--- config.mk ---
export PLATFORM = sky130hd
export DESIGN_NAME = matrix_status_refresher
export DESIGN_NICKNAME = d
export VERILOG_FILES = /design/src/rtl/matrix_refresh_pkg.sv /design/src/rtl/matrix_refresh_ctrl.sv /design/src/rtl/matrix_refresh_datapath.sv /design/src/rtl/matrix_status_refresher.sv
export SDC_FILE = /design/constraint.sdc
export NUM_CORES = 1
export LEC_CHECK = 0
export BUFFER_PORTS_ARGS = -buffer_cell sky130_fd_sc_hd__clkbuf_2
export CORE_ASPECT_RATIO = 0.9
export CORE_MARGIN = 2
export CORE_UTILIZATION = 50
export CTS_BUF_LIST = sky130_fd_sc_hd__clkbuf_16
export DETAILED_ROUTE_END_ITERATION = 16
export MAX_ROUTING_LAYER = met4
export PLACE_DENSITY = 0.88
export RECOVER_POWER = 100
export SLEW_MARGIN = 20
export SYNTH_ARGS = -nofsm -noshare
export SYNTH_HDL_FRONTEND = slang
export SYNTH_HIERARCHICAL = 1
export SYNTH_SLANG_ARGS = --single-unit
--- constraint.sdc ---
create_clock -name clk -period 2.5 [get_ports clk]
set_input_delay 0.375 -clock clk [delete_from_list [all_inputs] [get_ports clk]]
set_output_delay 0.375 -clock clk [all_outputs]
set_load 0.01 [all_outputs]
--- src/rtl/matrix_refresh_pkg.sv ---
package matrix_refresh_pkg;
  localparam int NUM_CHIPS = 4;
  localparam int WORD_W    = 16;
  localparam int FRAME_W   = NUM_CHIPS * WORD_W;
  localparam int NUM_CFG   = 5;
  localparam int NUM_ROWS  = 8;

  typedef enum logic [1:0] {ST_LOAD, ST_SHIFT, ST_LATCH, ST_GAP} refresh_state_t;

  typedef struct packed {
    logic       load;      // capture snapshot into the shift register
    logic       shift;     // advance one bit (at serial clock fall)
    logic       cfgPhase;  // configuration frames still pending
    logic [2:0] slot;      // command index or row index (0-based)
  } refresh_strobe_t;

  function automatic logic [WORD_W-1:0] mkWord(input logic [3:0] addr, input logic [7:0] data);
    return {4'h0, addr, data};
  endfunction
endpackage

--- src/rtl/matrix_refresh_ctrl.sv ---
module matrix_refresh_ctrl
  import matrix_refresh_pkg::*;
#(
  parameter int HALF_DIV = 16
) (
  input  logic            clk,
  input  logic            rstN,
  output refresh_strobe_t strobe,
  output logic            serClk,
  output logic            serLatch
);
  localparam int DIV_W = (HALF_DIV > 1) ? $clog2(HALF_DIV) : 1;
  localparam int BIT_W = $clog2(FRAME_W);
  localparam logic [BIT_W-1:0] LAST_BIT = BIT_W'(FRAME_W - 1);

  refresh_state_t   state;
  logic [DIV_W-1:0] divCnt;
  logic             half;
  logic [BIT_W-1:0] bitCnt;
  logic             cfgPhase;
  logic [2:0]       slot;
  logic             divDone;

  assign divDone = (divCnt == DIV_W'(HALF_DIV - 1));

  always_ff @(posedge clk) begin
    if (!rstN) begin
      state    <= ST_LOAD;
      divCnt   <= '0;
      half     <= 1'b0;
      bitCnt   <= '0;
      cfgPhase <= 1'b1;
      slot     <= '0;
    end else begin
      case (state)
        ST_LOAD: begin
          state  <= ST_SHIFT;
          divCnt <= '0;
          half   <= 1'b0;
        end
        ST_SHIFT: begin
          if (divDone) begin
            divCnt <= '0;
            half   <= ~half;
            if (half) begin
              if (bitCnt == LAST_BIT) begin
                bitCnt <= '0;
                state  <= ST_LATCH;
              end else begin
                bitCnt <= bitCnt + 1'b1;
              end
            end
          end else begin
            divCnt <= divCnt + 1'b1;
          end
        end
        ST_LATCH: begin
          if (divDone) begin
            divCnt <= '0;
            state  <= ST_GAP;
          end else begin
            divCnt <= divCnt + 1'b1;
          end
        end
        default: begin
          if (divDone) begin
            divCnt <= '0;
            state  <= ST_LOAD;
            if (cfgPhase) begin
              if (slot == 3'(NUM_CFG - 1)) begin
                cfgPhase <= 1'b0;
                slot     <= '0;
              end else begin
                slot <= slot + 1'b1;
              end
            end else begin
              slot <= slot + 1'b1;  // 8 rows: wraps naturally
            end
          end else begin
            divCnt <= divCnt + 1'b1;
          end
        end
      endcase
    end
  end

  always_comb begin
    strobe.load     = (state == ST_LOAD);
    strobe.shift    = (state == ST_SHIFT) && half && divDone && (bitCnt != LAST_BIT);
    strobe.cfgPhase = cfgPhase;
    strobe.slot     = slot;
  end

  assign serClk   = (state == ST_SHIFT) && half;
  assign serLatch = (state == ST_LATCH);


  cfg_once_chk: assert property (@(posedge clk) disable iff (!rstN)
    !cfgPhase |=> !cfgPhase);


  cfg_slot_range_chk: assert property (@(posedge clk) disable iff (!rstN)
    cfgPhase |-> slot <= 3'(NUM_CFG - 1));


  latch_after_high_chk: assert property (@(posedge clk) disable iff (!rstN)
    $rose(serLatch) |-> $past(serClk));


  row_advance_chk: assert property (@(posedge clk) disable iff (!rstN)
    (state == ST_GAP && divDone && !cfgPhase) |=> slot == $past(slot) + 3'd1);
endmodule

--- src/rtl/matrix_refresh_datapath.sv ---
module matrix_refresh_datapath
  import matrix_refresh_pkg::*;
#(
  parameter int INTENSITY = 8
) (
  input  logic            clk,
  input  logic            rstN,
  input  refresh_strobe_t strobe,
  input  logic [2:0]      speedLevel,
  input  logic            cpuClk,
  input  logic [7:0]      pc,
  input  logic [7:0]      instrA,
  input  logic [7:0]      instrB,
  input  logic [4:0]      flags,
  input  logic [47:0]     gpRegs,
  input  logic [7:0]      stackPtr,
  input  logic [63:0]     ramLow,
  input  logic [55:0]     ramHigh,
  input  logic [7:0]      switches,
  output logic            serData
);
  logic [7:0]         rowData [NUM_CHIPS];
  logic [3:0]         cfgAddr;
  logic [7:0]         cfgData;
  logic [3:0]         rowAddr;
  logic [7:0]         speedBar;
  logic [FRAME_W-1:0] frameNext;
  logic [FRAME_W-1:0] shiftReg;

  assign speedBar = (speedLevel == 3'd7) ? 8'h00 : (8'h80 >> speedLevel);
  assign rowAddr  = {1'b0, strobe.slot} + 4'd1;

  always_comb begin
    case (strobe.slot)
      3'd0:    begin cfgAddr = 4'd9;  cfgData = 8'h00; end
      3'd1:    begin cfgAddr = 4'd11; cfgData = 8'h07; end
      3'd2:    begin cfgAddr = 4'd10; cfgData = 8'(INTENSITY); end
      3'd3:    begin cfgAddr = 4'd15; cfgData = 8'h00; end
      default: begin cfgAddr = 4'd12; cfgData = 8'h01; end
    endcase
  end

  // matrix 1: processor control state
  always_comb begin
    case (strobe.slot)
      3'd0:    rowData[0] = speedBar | {7'b0, cpuClk};
      3'd2:    rowData[0] = pc;
      3'd3:    rowData[0] = instrA;
      3'd4:    rowData[0] = instrB;
      3'd6:    rowData[0] = {flags, 3'b000};
      default: rowData[0] = 8'h00;
    endcase
  end

  // matrix 2: register file
  always_comb begin
    case (strobe.slot)
      3'd6:    rowData[1] = 8'h00;
      3'd7:    rowData[1] = stackPtr;
      default: rowData[1] = gpRegs[8*strobe.slot +: 8];
    endcase
  end

  // matrix 3 and 4: memory windows and switches
  assign rowData[2] = ramLow[8*strobe.slot +: 8];
  assign rowData[3] = (strobe.slot == 3'd7) ? switches : ramHigh[8*strobe.slot +: 8];

  for (genvar c = 0; c < NUM_CHIPS; c++) begin : g_word
    assign frameNext[WORD_W*c +: WORD_W] = strobe.cfgPhase ? mkWord(cfgAddr, cfgData)
                                                           : mkWord(rowAddr, rowData[c]);
  end

  always_ff @(posedge clk) begin
    if (!rstN) begin
      shiftReg <= '0;
    end else if (strobe.load) begin
      shiftReg <= frameNext;
    end else if (strobe.shift) begin
      shiftReg <= {shiftReg[FRAME_W-2:0], 1'b0};
    end
  end

  assign serData = shiftReg[FRAME_W-1];


  hold_between_shifts_chk: assert property (@(posedge clk) disable iff (!rstN)
    !(strobe.load || $past(strobe.load) || $past(strobe.shift)) |-> $stable(shiftReg));
endmodule

--- src/rtl/matrix_status_refresher.sv ---
module matrix_status_refresher
  import matrix_refresh_pkg::*;
#(
  parameter int HALF_DIV  = 16,
  parameter int INTENSITY = 8
) (
  input  logic        clk,
  input  logic        rstN,
  input  logic [2:0]  speedLevel,
  input  logic        cpuClk,
  input  logic [7:0]  pc,
  input  logic [7:0]  instrA,
  input  logic [7:0]  instrB,
  input  logic [4:0]  flags,
  input  logic [47:0] gpRegs,
  input  logic [7:0]  stackPtr,
  input  logic [63:0] ramLow,
  input  logic [55:0] ramHigh,
  input  logic [7:0]  switches,
  output logic        serData,
  output logic        serClk,
  output logic        serLatch
);
  refresh_strobe_t strobe;

  matrix_refresh_ctrl #(.HALF_DIV(HALF_DIV)) ctrl_i (
    .clk(clk), .rstN(rstN), .strobe(strobe), .serClk(serClk), .serLatch(serLatch)
  );

  matrix_refresh_datapath #(.INTENSITY(INTENSITY)) data_i (
    .clk(clk), .rstN(rstN), .strobe(strobe),
    .speedLevel(speedLevel), .cpuClk(cpuClk), .pc(pc), .instrA(instrA), .instrB(instrB),
    .flags(flags), .gpRegs(gpRegs), .stackPtr(stackPtr), .ramLow(ramLow), .ramHigh(ramHigh),
    .switches(switches), .serData(serData)
  );


  data_on_low_clk_chk: assert property (@(posedge clk) disable iff (!rstN)
    !$stable(serData) |-> !serClk);


  latch_clk_excl_chk: assert property (@(posedge clk) disable iff (!rstN)
    serLatch |-> !serClk);
endmodule

==> reports/metrics.yaml, run 1 <==
fillers: 904
wl_per_cell_um: 17.8
arrival_ns: 2.55
clock_skew_ns: 0.00759
final.setup.worst_slack_ns: 0.155
p_leak_nw: 3.00
synth_warnings: 6
drt_iter0_markers: 471
coreArea_mm2: 0.0113
clock-sinks: 81
grt_first_pass_wirelength_um: 28600
seq_area_frac_synth: 0.282
max_freq_mhz: 426
grt_pass1_vias: 6004
ys_types: 69
syn-num-nets: 905
vias: 6180
drt_drc_violations_left: 0
worst-path-max-fanout: 9
yosysTopAreaCell: "dfxtp_1"
cts_tree: "yes"
rsz0062_at_grt: "no"
crit_start: "ctrl_i/state[1]"
hold_start: "stackPtr[7]"
tightest_slew_ns: 0.805
power_density_mw_per_mm2: 612
synth_top_area_share: 0.282
dpl.cell_count: 1022
post_dp_cell_area_mm2: 0.00700
avgSynthCellArea_um2: 8.56
synth_flop_cell: "dfxtp_1"
routed_wl_um: 18500
ir_drop_mv: 0.412
fin_crit_ns: 2.35
antenna_found_initial: 0
worstSkewPairLatency_ns: 0.34
postLayoutCellArea_mm2: 0.00730
final_layout_size_suffix_gt1_frac: 0.333
hold_path.class: "primary input to flop"
dp_hpwl_um: 14200
numPortBuffers: 221
preCtsSetupSlack_ns: 0.0942
ys_ff_latch: 81
diodes: 0
hold_violations: 0
final.period_utilization: 0.938
cts_setup_buffers: 0
outcome: "finished clean"
worstSetupEndpointType: "flop"
die-area_mm2: 0.0124
syn_inst: 672
grtUsageTotal: 0.304
reg2reg_from: "ctrl_i/state[1]"
initial_utilization: 0.507
row_count: 37
nNetsFinal: 1111
die_w_um: 117
maxSlewViolCount: 0
die_h_um: 106
avgViaCountPerCell: 5.95
critPathKind: "flop to flop"
synth-edff-count: 0
fin_util: 0.644
first_pass_iters: 6
clk_pin_slew_ns: 0.06
max-cap-violations: 0
ios: 222
fin_cells: 1039
h-tree-depth: 3
slew_headroom: 0.462
root_buffer: "clkbuf_16"
start_kind: "flop"
yosys-top-cells-area: "dfxtp_1 28%, mux2i_1 13%, o21ai_0 5.4%"
cts_made_buffers: 9
ant_nets: 0
fin_setup_tns_ns: 0
async_flop_share: 0
clock_path_buffers: 2
syn_to_final_growth_pct: 27.0
overflow: 0
required_ns: 2.70
place_congestion: 0.916
grt_max_degree: 72
syn_area_mm2: 0.00575
setup_viol: 0
sequential cells by signal, indices dropped and copies added, names as in the netlist:
register / cells
data_i/shiftReg: 64
ctrl_i/bitCnt: 6
ctrl_i/divCnt: 4
ctrl_i/slot: 3
ctrl_i/state: 2
ctrl_i/cfgPhase: 1
ctrl_i/half: 1
where the power goes:
group          switching, mW  internal (mW)
Clock                  0.552          0.783
Combinational          0.747          0.606
Sequential             0.185           1.59
Total                   1.48           2.98
critical path: stages (launching register included):
cell and delay, ns:
dfxtp_1 0.33, inv_1 0.08, ha_1 0.20, nand2_1 0.10
inv_1 0.14, o211a_4 0.26, clkinvlp_4 0.24, o21a_1 0.23
a2111oi_0 0.47, a211oi_1 0.14
synthesized netlist by cell type (6+ instances only):
cell,count
mux4_2,10
o2bb2ai_1,12
nand3_1,17
a21oi_1,44
a211oi_1,10
nand2_1,35
inv_1,22
ha_1,14
mux2_1,8
mux2_2,7
nor2b_1,23
nand2b_1,6
o22ai_1,7
dfxtp_1,81
nand3b_1,8
buf_2,17
o221a_2,8
o21a_1,12
o21ai_0,62
clkbuf_1,24
nor2_1,46
o211ai_1,6
mux2i_1,75
final cells by class:
type / count / area, um2 / share of cell area
clock inverters: 7 / 78.8 / 0.0108
inverters: 23 / 90.1 / 0.0123
repair buffers: 251 / 1360 / 0.186
well taps: 156 / 195 / 0.0267
clock buffers: 9 / 225 / 0.0308
flip-flops and latches: 81 / 1620 / 0.222
multi-input cells: 512 / 3730 / 0.511
worst paths after layout:
path,endpoint,depth (start not counted),slack (ns)
setup reg to reg,data_i/shiftReg[34],9,0.15
setup / recovery,data_i/shiftReg[34],9,0.15
hold / removal,data_i/shiftReg[23],3,0.31
hold reg to reg,ctrl_i/divCnt[0],1,0.47
routing by layer:
layer,routed length [um],global-route usage,up-vias
met1,7360,0.361,2855
li1,-,-,2917
met5,0,-,-
met3,1590,0.0656,60
met4,753,0.150,0
met2,8780,0.487,348
metrics by stage:
stage          total power, mW  hold WS [ns]
6_report                  4.47         0.308
5_1_grt                   4.72         0.330
4_1_cts                   4.48         0.305
3_5_place_dp              3.14         0.469
3_3_place_gp              3.09         0.429
2_1_floorplan             2.64         0.418
cell usage in the layout, fill, tap and decap left out, types with 5 or more instances in the layout:
cell type	synthesis	routed
nand3b_1	8	8
nor4b_1	5	5
o21a_1	12	12
and3_1	5	5
o2bb2ai_1	12	12
o221a_2	8	8
a21oi_1	44	44
clkbuf_2	0	220
buf_4	4	21
o211ai_1	6	6
o22ai_1	7	7
dfxtp_1	81	80
mux4_2	10	10
mux2_1	8	8
nand2b_1	6	6
nor3_1	5	5
nand3_1	17	17
o221ai_1	5	5
clkbuf_16	0	10
ha_1	14	14
a31oi_1	5	5
nor2_1	46	46
a21boi_0	3	6
a22oi_1	5	5
o21ai_1	5	5
o21ai_0	62	62
nand2_1	35	35
mux2_2	7	7
a211oi_1	10	10
nor2b_1	23	23
inv_1	22	22
mux2i_1	75	75
clkbuf_1	24	5
timing repair:
item	4_1_cts	5_1_grt
gates resized for setup	0	3
hold buffers	0	0
setup endpoints to repair	0	7
cell families (layout without fill, tap and decap cells):
kind of cell | count (synthesis) | count (layout) | synth area share
compound gates | 223 | 223 | 0.261
xor+xnor | 4 | 4 | 0.00609
flops | 81 | 81 | 0.282
simple gates | 171 | 171 | 0.153
fa+ha+maj | 14 | 14 | 0.0304
mux | 100 | 100 | 0.199
buf+inv | 79 | 290 | 0.0692
No activity file was read; power rests on OpenSTA's default activity.
==> run 2, diff against run 1 <==
--- a/config.mk
+++ b/config.mk
@@ -11,6 +11,7 @@
 export CORE_UTILIZATION = 50
 export CTS_BUF_LIST = sky130_fd_sc_hd__clkbuf_16
 export DETAILED_ROUTE_END_ITERATION = 16
+export GPL_TIMING_DRIVEN = 0
 export MAX_ROUTING_LAYER = met4
 export PLACE_DENSITY = 0.88
 export RECOVER_POWER = 100
==> reports/metrics.yaml, run 2 (same netlist as run 1, synthesis figures left out) <==
layout_common_cells: "228 x clkbuf_2, 78 x dfxtp_1, 75 x mux2i_1"
ir_drop_mv: 0.346
clock_path_buffers: 2
crit_buf_inv: 3
critical_path.slowest_cell: "dfxtp_1"
grt_pass1_vias: 5959
hold_buffers: 0
switching_share: 0.350
max_stage_delay_ns: 0.35
clk_pin_slew_ns: 0.07
cts_tree: "yes"
dp_hpwl_um: 15900
power_density_mw_per_mm2: 623
die_w_um: 117
whs_endpoint: "data_i/shiftReg[21]"
h-tree-depth: 3
row_count: 37
outcome: "finished clean"
grt_first_pass_wirelength_um: 30400
hold_path.class: "primary input to flop"
ant_nets: 0
reg2reg_from: "ctrl_i/divCnt[0]"
cp_cell_sequence: "ha_1, and3_1, buf_6, o211a_1, buf_2, or2_2, clkbuf_2, o211ai_1, a211oi_1, a21oi_1"
max_freq_mhz: 412
vias: 6487
antenna_found_initial: 0
cpLargestDelayFamily: "compound AO/OA/AOI/OAI gates"
final_layout_size_suffix_gt1_frac: 0.341
seqPwrFrac: 0.386
final.period_utilization: 0.970
tightest_slew_ns: 0.661
diodes: 0
coreArea_mm2: 0.0113
r2r_cells: 10
grtUsageTotal: 0.329
p_switching_mw: 1.61
die_h_um: 106
fin_crit_ns: 2.43
critPathKind: "flop to flop"
ios: 222
arrival_ns: 2.66
numPortBuffers: 221
clock_skew_ns: 0.0105
rsz0062_at_grt: "yes"
p_leak_nw: 3.08
nNetsFinal: 1138
clock-sinks: 81
first_pass_iters: 5
power_mw: 4.61
start_kind: "flop"
layout_commonest_cell: "clkbuf_2"
required_ns: 2.73
worst-path-max-fanout: 8
place_congestion: 0.982
syn_to_final_growth_pct: 28.6
initial_utilization: 0.507
regMostFlops: "data_i/shiftReg"
drt_iter0_markers: 708
maxSlewViolCount: 0
p_int_mw: 2.99
fin_setup_tns_ns: 0
hold_violations: 0
fin_cells: 1066
dpl.cell_count: 1049
ff2ff_setup_slack_ns: 0.07
fillers: 969
grt_max_degree: 17
worstSkewPairLatency_ns: 0.35
fin_util: 0.652
hold_start: "stackPtr[5]"
largest_reg_flops: 64
wl_per_cell_um: 19.0
setup_viol: 0
slew_headroom: 0.558
drt_drc_violations_left: 0
worstSetupEndpointType: "flop"
die-area_mm2: 0.0124
root_buffer: "clkbuf_16"
cts_made_buffers: 9
r2r_end: "data_i/shiftReg[48]"
power_frac_comb: 0.316
max-cap-violations: 0
routed_wl_um: 20300
overflow: 0
pwr-share-clk: 0.298
avgViaCountPerCell: 6.09
largestRegisters: "data_i/shiftReg (64), ctrl_i/bitCnt (6), ctrl_i/divCnt (4)"
whs_path_depth: 3
==> run 2: worst max-delay path by stage <==
stage / depth (start not counted) / slack (ns) / end / startpoint
2_1_floorplan: 9 / 0.39 / data_i/shiftReg[26] / ctrl_i/divCnt[0]
3_3_place_gp: 8 / -0.09 / data_i/shiftReg[1] / ctrl_i/slot[1]
3_5_place_dp: 8 / -0.16 / data_i/shiftReg[1] / ctrl_i/slot[1]
4_1_cts: 8 / 0.03 / data_i/shiftReg[1] / ctrl_i/slot[2]
5_1_grt: 10 / -0.04 / data_i/shiftReg[38] / ctrl_i/divCnt[0]
6_report: 10 / 0.07 / data_i/shiftReg[48] / ctrl_i/divCnt[0]
==> run 2: what timing repair did <==
item | CTS | global route
setup endpoints to repair | 32 | 31
setup buffers | 0 | 1
pin swaps | 0 | 1
hold endpoints to repair | 0 | 0
resized for setup | 8 | 22
==> run 2: area by class of cell <==
class	count	area (um2)	share of cell area
flip-flops and latches	81	1630	0.220
well taps	156	195	0.0264
plain buffers	56	330	0.0447
inverters	23	87.6	0.0118
repair buffers	222	1110	0.150
clock buffers	9	225	0.0305
clock inverters	7	83.8	0.0113
multi-input cells	512	3740	0.505
==> run 2: power by group through the flow <==
stage                     clock [mW]  combinational [mW]  sequential (mW)
after global placement             0                1.34             1.78
after CTS                       1.38                1.40             1.76
after global routing            1.43                1.58             1.80
final                           1.37                1.46             1.78
after floorplan                    0               0.908             1.73
after detailed placement           0                1.38             1.79
==> run 2: routing by layer <==
layer  share of wire  track usage
met3            0.11       0.0610
met4           0.042        0.145
met5               0            -
met2            0.45        0.514
met1            0.39        0.415
==> run 2: stage by stage <==
| stage | area [um2] | hold WS (ns) | setup WS (ns) |
|---|---|---|---|
| 6_report | 7400 | 0.310 | 0.0738 |
| 5_1_grt | 7400 | 0.315 | -0.0388 |
| 4_1_cts | 7370 | 0.305 | 0.0258 |
| 3_5_place_dp | 7050 | 0.450 | -0.159 |
| 3_3_place_gp | 7050 | 0.428 | -0.0911 |
| 2_1_floorplan | 5750 | 0.418 | 0.392 |
==> run 2: worst register-to-register path, stage by stage, from the launching register on <==
cell and delay, ns:
dfxtp_1 0.35, ha_1 0.22, and3_1 0.18, buf_6 0.13, o211a_1 0.23, buf_2 0.24
or2_2 0.14, clkbuf_2 0.19, o211ai_1 0.23, a211oi_1 0.30, a21oi_1 0.10
==> run 3, diff against run 2 <==
--- a/config.mk
+++ b/config.mk
@@ -14,7 +14,7 @@
 export GPL_TIMING_DRIVEN = 0
 export MAX_ROUTING_LAYER = met4
 export PLACE_DENSITY = 0.88
-export RECOVER_POWER = 100
+export RECOVER_POWER = 25
 export SLEW_MARGIN = 20
 export SYNTH_ARGS = -nofsm -noshare
 export SYNTH_HDL_FRONTEND = slang
==> reports/metrics.yaml, run 3 (same netlist as run 1, synthesis figures left out) <==
routed_wl_um: 20200
clock_skew_ns: 0.00984
max_freq_mhz: 413
power_density_mw_per_mm2: 622
coreArea_mm2: 0.0113
die-area_mm2: 0.0124
overflow: 0
outcome: "finished clean"
critical_path.slowest_cell: "dfxtp_1"
maxSlewViolCount: 0
hold_buffers: 0
nNetsFinal: 1138
critPathKind: "flop to flop"
regMostFlops: "data_i/shiftReg"
reg2reg_from: "ctrl_i/divCnt[0]"
place_congestion: 0.982
required_ns: 2.73
arrival_ns: 2.65
cts_tree: "yes"
r2r_end: "data_i/shiftReg[48]"
row_count: 37
first_pass_iters: 5
hold_start: "stackPtr[5]"
clock-sinks: 81
numPortBuffers: 221
tightest_slew_ns: 0.676
slew_headroom: 0.548
syn_to_final_growth_pct: 28.6
fin_setup_tns_ns: 0
ios: 222
clock_path_buffers: 2
largestRegisters: "data_i/shiftReg (64), ctrl_i/bitCnt (6), ctrl_i/divCnt (4)"
vias: 6491
crit_buf_inv: 3
p_leak_nw: 3.09
layout_commonest_cell: "clkbuf_2"
worstSetupEndpointType: "flop"
clk_pin_slew_ns: 0.07
wl_per_cell_um: 18.9
die_w_um: 117
antenna_found_initial: 0
timing.hold.ws_ns: 0.316
final_layout_size_suffix_gt1_frac: 0.342
dp_hpwl_um: 15900
root_buffer: "clkbuf_16"
setup_viol: 0
final.period_utilization: 0.968
drt_iter0_markers: 708
max-cap-violations: 0
worst-path-max-fanout: 8
whs_endpoint: "data_i/shiftReg[21]"
start_kind: "flop"
whs_path_depth: 3
cp_cell_sequence: "ha_1, and3_1, buf_6, o211a_1, buf_2, or2_2, clkbuf_2, o211ai_1, a211oi_1, a21oi_1"
grt_first_pass_wirelength_um: 30400
die_h_um: 106
grt_max_degree: 17
rsz0062_at_grt: "yes"
drt_drc_violations_left: 0
final.setup.worst_slack_ns: 0.0788
layout_common_cells: "229 x clkbuf_2, 78 x dfxtp_1, 75 x mux2i_1"
preCtsSetupSlack_ns: -0.159
avgViaCountPerCell: 6.09
largest_reg_flops: 64
fin_crit_ns: 2.42
diodes: 0
cts_made_buffers: 9
ir_drop_mv: 0.344
grt_pass1_vias: 5959
initial_utilization: 0.507
grtUsageTotal: 0.329
worstSkewPairLatency_ns: 0.35
hold_violations: 0
ff2ff_setup_slack_ns: 0.08
cpLargestDelayFamily: "compound AO/OA/AOI/OAI gates"
max_stage_delay_ns: 0.35
h-tree-depth: 3
ant_nets: 0
r2r_cells: 10
hold_path.class: "primary input to flop"
[run 3: tightest hold or removal path, delay by kind of cell]
family                 cells  cell delay, ns
AO/OA/AOI/OAI              1            0.07
AND/OR/NAND/NOR            1            0.07
buffers and inverters      1            0.10
[run 3: metal layers]
layer,GRT usage,share of wire,wire length (um)
met5,-,0,0
met4,0.145,0.043,861
met1,0.415,0.39,7890
met3,0.0610,0.11,2240
met2,0.514,0.46,9200
[run 3: where the power goes]
| group | internal (mW) | switching (mW) | total, mW |
|---|---|---|---|
| Clock | 0.793 | 0.582 | 1.37 |
| Combinational | 0.606 | 0.845 | 1.45 |
| Sequential | 1.59 | 0.181 | 1.78 |
[run 3: worst max path at each step]
stage | startpoint | endpoint | slack [ns] | depth (start not counted)
6_report | ctrl_i/divCnt[0] | data_i/shiftReg[48] | 0.08 | 10
5_1_grt | ctrl_i/divCnt[0] | data_i/shiftReg[38] | -0.04 | 10
4_1_cts | ctrl_i/slot[2] | data_i/shiftReg[1] | 0.03 | 8
3_5_place_dp | ctrl_i/slot[1] | data_i/shiftReg[1] | -0.16 | 8
3_3_place_gp | ctrl_i/slot[1] | data_i/shiftReg[1] | -0.09 | 8
2_1_floorplan | ctrl_i/divCnt[0] | data_i/shiftReg[26] | 0.39 | 9
[run 3: repair_timing]
item,4_1_cts,5_1_grt
hold endpoints to repair,0,0
buffers inserted,0,1
resized for setup,8,22
endpoints found under the setup margin,32,31
pin swaps,0,1
[run 3: through the flow]
stage | total power [mW] | util | instances | instance area [um2]
final | 4.60 | 0.652 | 1066 | 7400
after global routing | 4.81 | 0.652 | 1066 | 7400
after CTS | 4.55 | 0.650 | 1065 | 7370
after detailed placement | 3.16 | 0.622 | 1049 | 7050
after global placement | 3.11 | 0.622 | 1049 | 7050
after floorplan | 2.64 | - | 672 | 5750
[run 3: final cells by class]
type                            count  area, um2
Timing Repair Buffer              222       1110
Tap cell                          156        195
Sequential cell                    81       1630
Buffer                             56        330
Multi-Input combinational cell    512       3740
Clock buffer                        9        225
Inverter                           23       87.6
Clock inverter                      7       83.8
Fill cell                         968       3950
